## config.mk

```make
export PLATFORM = sky130hd
export DESIGN_NAME = tc_wave_timer
export DESIGN_NICKNAME = d
export VERILOG_FILES = /design/src/rtl/tcw_pkg.sv /design/src/rtl/tcw_cfg.sv /design/src/rtl/tcw_core.sv /design/src/rtl/tcw_flag.sv /design/src/rtl/tcw_wave.sv /design/src/rtl/tc_wave_timer.sv
export SDC_FILE = /design/constraint.sdc
export NUM_CORES = 1
export LEC_CHECK = 0
export BUFFER_PORTS_ARGS = -buffer_cell sky130_fd_sc_hd__buf_2
export CAP_MARGIN = 20
export CORE_MARGIN = 2
export CORE_UTILIZATION = 50
export DETAILED_ROUTE_END_ITERATION = 16
export PLACE_DENSITY = 0.76
export SETUP_SLACK_MARGIN = 0.3
export SLEW_MARGIN = 5
export SYNTH_ARGS = -nofsm -noshare
export SYNTH_HDL_FRONTEND = slang
export SYNTH_HIERARCHICAL = 1
export SYNTH_SLANG_ARGS = --single-unit
export TNS_END_PERCENT = 20
```

## constraint.sdc

```tcl
create_clock -name clk -period 3 [get_ports clk]
set_input_delay 0 -clock clk [delete_from_list [all_inputs] [get_ports clk]]
set_output_delay 0 -clock clk [all_outputs]
set_load 0.01 [all_outputs]
```

## src/rtl/tcw_pkg.sv

```systemverilog
package tcw_pkg;
   typedef enum logic [1:0] {
      TCW_SQ_ONE = 2'b00,
      TCW_SQ_REP = 2'b01,
      TCW_PL_ONE = 2'b10,
      TCW_PL_REP = 2'b11
   } tcw_mode_e;

   function automatic logic mode_repeats(input tcw_mode_e m);
      return m[0];
   endfunction

   function automatic logic mode_is_pulse(input tcw_mode_e m);
      return m[1];
   endfunction
endpackage

```

## src/rtl/tcw_cfg.sv

```systemverilog
module tcw_cfg
   import tcw_pkg::*;
#(
   parameter int CNT_W  = 14,
   parameter int MIN_TC = 2
) (
   input  logic             clk,
   input  logic             rst_n,
   input  logic             wr,
   input  logic [CNT_W-1:0] wr_tc,
   input  logic [1:0]       wr_mode,
   output logic [CNT_W-1:0] hold_tc,
   output tcw_mode_e        hold_mode
);
   localparam logic [CNT_W-1:0] TC_FLOOR = CNT_W'(MIN_TC);

   logic [CNT_W-1:0] tc_eff;
   assign tc_eff = (wr_tc < TC_FLOOR) ? TC_FLOOR : wr_tc;

   always_ff @(posedge clk or negedge rst_n) begin
      if (!rst_n) begin
         hold_tc   <= TC_FLOOR;
         hold_mode <= TCW_SQ_ONE;
      end else if (wr) begin
         hold_tc   <= tc_eff;
         hold_mode <= tcw_mode_e'(wr_mode);
      end
   end

   // the held count never falls under the floor
   a_r6_hold_floor: assert property (@(posedge clk) disable iff (!rst_n)
      hold_tc >= TC_FLOOR);
endmodule

```

## src/rtl/tcw_core.sv

```systemverilog
module tcw_core
   import tcw_pkg::*;
#(
   parameter int CNT_W = 14
) (
   input  logic             clk,
   input  logic             rst_n,
   input  logic             start,
   input  logic             stop,
   input  logic [CNT_W-1:0] hold_tc,
   input  tcw_mode_e        hold_mode,
   output logic             run,
   output logic [CNT_W-1:0] cnt,
   output logic [CNT_W-1:0] act_tc,
   output tcw_mode_e        act_mode,
   output logic             term
);
   localparam logic [CNT_W-1:0] ONE = CNT_W'(1);

   assign term = run && (cnt == ONE);

   always_ff @(posedge clk or negedge rst_n) begin
      if (!rst_n) begin
         run      <= 1'b0;
         cnt      <= ONE;
         act_tc   <= CNT_W'(2);
         act_mode <= TCW_SQ_ONE;
      end else if (stop) begin
         run <= 1'b0;
      end else if (start) begin
         run      <= 1'b1;
         cnt      <= hold_tc;
         act_tc   <= hold_tc;
         act_mode <= hold_mode;
      end else if (run) begin
         if (cnt == ONE) begin
            cnt      <= hold_tc;
            act_tc   <= hold_tc;
            act_mode <= hold_mode;
            if (!mode_repeats(act_mode)) run <= 1'b0;
         end else begin
            cnt <= cnt - ONE;
         end
      end
   end

   // a running count stays within 1..active TC
   a_r2_cnt_range: assert property (@(posedge clk) disable iff (!rst_n)
      run |-> (cnt >= ONE) && (cnt <= act_tc));
   // an active TC below two is never used
   a_r6_act_floor: assert property (@(posedge clk) disable iff (!rst_n)
      run |-> act_tc >= CNT_W'(2));
   // one step per clock between terminal counts
   a_r3_step: assert property (@(posedge clk) disable iff (!rst_n)
      (run && cnt != ONE && !start && !stop) |=> (run && cnt == $past(cnt) - ONE));
   // single-shot modes go idle after their terminal count
   a_r4_single_ends: assert property (@(posedge clk) disable iff (!rst_n)
      (term && !mode_repeats(act_mode) && !start && !stop) |=> !run);
   // stop always wins
   a_r8_stop_idle: assert property (@(posedge clk) disable iff (!rst_n)
      stop |=> !run);
endmodule

```

## src/rtl/tcw_flag.sv

```systemverilog
module tcw_flag (
   input  logic clk,
   input  logic rst_n,
   input  logic set,
   input  logic clr,
   output logic flag
);
   always_ff @(posedge clk or negedge rst_n) begin
      if (!rst_n)   flag <= 1'b0;
      else if (set) flag <= 1'b1;
      else if (clr) flag <= 1'b0;
   end

   // a terminal count is never lost to a read strobe
   a_r9_set_wins: assert property (@(posedge clk) disable iff (!rst_n)
      set |=> flag);
   a_r9_read_clears: assert property (@(posedge clk) disable iff (!rst_n)
      (clr && !set) |=> !flag);
endmodule

```

## src/rtl/tcw_wave.sv

```systemverilog
module tcw_wave
   import tcw_pkg::*;
#(
   parameter int CNT_W   = 14,
   parameter bit REG_OUT = 1'b0
) (
   input  logic             clk,
   input  logic             rst_n,
   input  logic             run,
   input  logic [CNT_W-1:0] cnt,
   input  logic [CNT_W-1:0] act_tc,
   input  tcw_mode_e        act_mode,
   output logic             wave
);
   logic [CNT_W-1:0] half;
   logic             raw;

   assign half = act_tc >> 1;

   always_comb begin
      if (!run)                        raw = 1'b1;
      else if (mode_is_pulse(act_mode)) raw = (cnt != CNT_W'(1));
      else                             raw = (cnt > half);
   end

   generate
      if (REG_OUT) begin : g_flop
         logic wave_q;
         always_ff @(posedge clk or negedge rst_n) begin
            if (!rst_n) wave_q <= 1'b1;
            else        wave_q <= raw;
         end
         assign wave = wave_q;
      end else begin : g_comb
         assign wave = raw;
      end
   endgenerate
endmodule

```

## src/rtl/tc_wave_timer.sv

```systemverilog
module tc_wave_timer
   import tcw_pkg::*;
#(
   parameter int CNT_W   = 14,
   parameter bit REG_OUT = 1'b0
) (
   input  logic             clk,
   input  logic             rst_n,
   input  logic             cfg_wr,
   input  logic [CNT_W-1:0] cfg_tc,
   input  logic [1:0]       cfg_mode,
   input  logic             start_cmd,
   input  logic             stop_cmd,
   input  logic             flag_rd,
   output logic             tmr_out,
   output logic             tc_flag
);
   localparam int MIN_TC = 2;

   generate
      if (CNT_W < 2 || CNT_W > 32) begin : g_bad_width
         $error("tc_wave_timer: CNT_W must lie in 2..32");
      end
   endgenerate

   logic [CNT_W-1:0] hold_tc, cnt, act_tc;
   tcw_mode_e        hold_mode, act_mode;
   logic             run, term;

   tcw_cfg #(.CNT_W(CNT_W), .MIN_TC(MIN_TC)) u_cfg (
      .clk(clk), .rst_n(rst_n), .wr(cfg_wr), .wr_tc(cfg_tc),
      .wr_mode(cfg_mode), .hold_tc(hold_tc), .hold_mode(hold_mode));

   tcw_core #(.CNT_W(CNT_W)) u_core (
      .clk(clk), .rst_n(rst_n), .start(start_cmd), .stop(stop_cmd),
      .hold_tc(hold_tc), .hold_mode(hold_mode), .run(run), .cnt(cnt),
      .act_tc(act_tc), .act_mode(act_mode), .term(term));

   tcw_flag u_flag (
      .clk(clk), .rst_n(rst_n), .set(term), .clr(flag_rd), .flag(tc_flag));

   tcw_wave #(.CNT_W(CNT_W), .REG_OUT(REG_OUT)) u_wave (
      .clk(clk), .rst_n(rst_n), .run(run), .cnt(cnt), .act_tc(act_tc),
      .act_mode(act_mode), .wave(tmr_out));

   generate
      if (!REG_OUT) begin : g_chk
         // the output is high in the cycle after a stop
         a_r8_stop_out_high: assert property (@(posedge clk) disable iff (!rst_n)
            stop_cmd |=> tmr_out);
         // idle timer never raises a flag
         a_r1_idle_no_term: assert property (@(posedge clk) disable iff (!rst_n)
            (!run && !tc_flag && !flag_rd) |=> !tc_flag);
      end
   endgenerate
endmodule

```

==> reports/qor.csv <==
stage,metric,value,unit
outcome,status,"finished, final reports clean",
worst_setup_path,Worst setup SP type,register,
finish,"most common cell after layout, fill and taps aside",dfrtp_1,
grt,initial antenna violation count,0,
clocking,setup bufs post-CTS,0,
clocking,"Clk Latency, worst-skew pair",290,ps
worst_setup_path,CP Max Fanout,26,
pwr,Switching Share,0.319,
worst_setup_path,CP Capture Type,register,
logic_synthesis,"Avg Cell Area, Syn",10.8,µm²
timing,Final period util,0.785,
timing,final setup fails,0,
die,Die W,75.4,µm
grt,GRT met2 Usage,0.343,
finish,area grow syn2layout,19.4,%
placement,Detail Placement HPWL,3.85,mm
finish,"commonest cells after routing, fill and taps aside","44 x dfrtp_1, 24 x nand2_1, 23 x buf_2",
logic_synthesis,syn nets,274,
logic_synthesis,post-synthesis cell area,2550,µm²
finish,filler instances,404,
timing,fin crit period,2360,ps
clocking,"Reg clk slew, reported paths",80,ps
logic_synthesis,yosys warns,6,
routing,Pre-antenna DRT Iters,4,
clocking,CTS tree,yes,
timing,final hold violation count,0,
placement,Routability Congestion,0.897,
pwr,Leakage,1.36,nW
pwr,VDD IR-drop max,0.000389,V
finish,fin nets,317,
worst_setup_path,R2R Setup Slk,640,ps
hold_path,Hold Path Class,in -> reg,
timing,Worst Tran Pin Value,564,ps
finish,layout cells sized above 1,0.242,
routing,Residual DRC,0,
pwr,clock share of power,0.266,
worst_setup_path,CP Class,reg -> reg,
finish,FF+latch area,1180,µm²
flow_run,# Max-Cap Violations,0,
timing,worst hold slack,29.3,ps
grt,GRT Max-Usage Layer,met2,
die,initial core utilization,0.530,
clocking,CTS Root Cell,clkbuf_8,
grt,M1 GR Usage,0.317,
pwr,P_int,0.00137,W
placement,dpl cell area,2710,µm²
grt,largest net degree at the start of global routing,48,
worst_setup_path,"Req. time, crit path",3180,ps
pwr,NetSw,0.000643,W
die,die area,5690,µm²
die,Rows,25,
finish,Final Instance Area,3050,µm²
routing,DR vias,1994,
die,I/O Pins,24,
routing,First DRT Iteration DRCs,106,
grt,Tot GR Track Use,0.219,
routing,Routed WL,5.53,mm
timing,RSZ-0062 raised after global routing,no,
timing,fin. max-slew vios,0,
pwr,Power Dens Cells,661,nW/µm²
worst_setup_path,worst r2r src,u_core/cnt[8],
grt,vias in the first global route,1889,
die,DIE HEIGHT,75.4,µm
clocking,# H-tree levels,2,
grt,grt total ovfl,0,
finish,antenna diode count,0,
pwr,combinational share of power,0.273,
hold_path,hold_sp,start_cmd,
grt,first-pass GRT wire length,9.25,mm
die,CORE AREA,4820,µm²
clocking,Num CTS Buffers,5,
grt,routing usage on met3,0.0304,
worst_setup_path,Critical Path AT,2540,ps
logic_synthesis,Post-Synthesis Cells,237,
finish,area of the multi-input gates,1250,µm²
clocking,clock sinks,47,
routing,vias per inst,5.73,
timing,Final Skew,3.33,ps
worst_setup_path,CP startpoint,u_core/cnt[8],
clocking,CTS max path bufs,2,
timing,total negative slack,0,ps
timing,max frequency,424,MHz
placement,IO Port Bufs,23,
pwr,Flop pwr share,0.462,
routing,Detail Route Antenna Nets,0,
routing,Avg WL per Cell,15.9,µm
timing,Worst slew margin,0.621,
[state kept, by name (all words and copies together), names as in the netlist]
register and cells:
u_flag/flag 1, u_core/cnt 14, u_core/act_mode 2, u_core/act_tc 13
u_cfg/hold_tc 14, u_cfg/hold_mode 2, u_core/run 1
[what timing repair did]
item | 4_1_cts | 5_1_grt
gates resized for setup | 0 | 0
hold buffers | 18 | 0
hold endpoints to repair | 60 | 0
[per-layer routing]
| layer | vias up | routed length, µm |
|---|---|---|
| met5 | - | 0 |
| met4 | 0 | 54 |
| met3 | 6 | 328 |
| met2 | 59 | 2560 |
| met1 | 986 | 2590 |
| li1 | 943 | - |
[worst max-delay path, cell delays in order (launching register included)]
cell	delay [ps]
dfrtp_1	450
nor4_1	560
a41oi_1	320
nor2_4	510
mux2_2	400
[worst paths after layout]
kind                                       to  cells after the start
min in group asynchronous         u_flag/flag                      2
min                            u_core/cnt[11]                      2
max in group asynchronous    u_core/act_tc[1]                      3
max                        u_core/act_mode[1]                      4
max reg2reg                u_core/act_mode[1]                      4
min reg2reg                       u_flag/flag                      1
[through the flow]
| stage | cells | setup WS (ps) | util | total power (W) |
|---|---|---|---|---|
| finish | 348 | 644 | 0.632 | 0.00201 |
| global route | 348 | 485 | 0.632 | 0.00214 |
| CTS | 347 | 660 | 0.628 | 0.00201 |
| detailed placement | 321 | 674 | 0.563 | 0.00145 |
| global placement | 321 | 755 | 0.563 | 0.00143 |
| floorplan | 237 | 1120 | - | 0.00129 |
[power groups by stage]
stage                     clock [W]  sequential [W]  combinational (W)
after floorplan                   0        0.000893           0.000397
after CTS                  0.000543        0.000929           0.000540
final                      0.000534        0.000930           0.000549
after global routing       0.000571        0.000952           0.000614
after global placement            0        0.000932           0.000501
after detailed placement          0        0.000941           0.000508
[final cells by class]
type,instances,area share
clock buffer,6,0.0238
clock inverter,2,0.0197
inverter,17,0.0210
multi-input combinational,165,0.412
sequential,47,0.387
tap,67,0.0275
timing repair buffer,44,0.108
No activity file was read; power rests on OpenSTA's default activity.
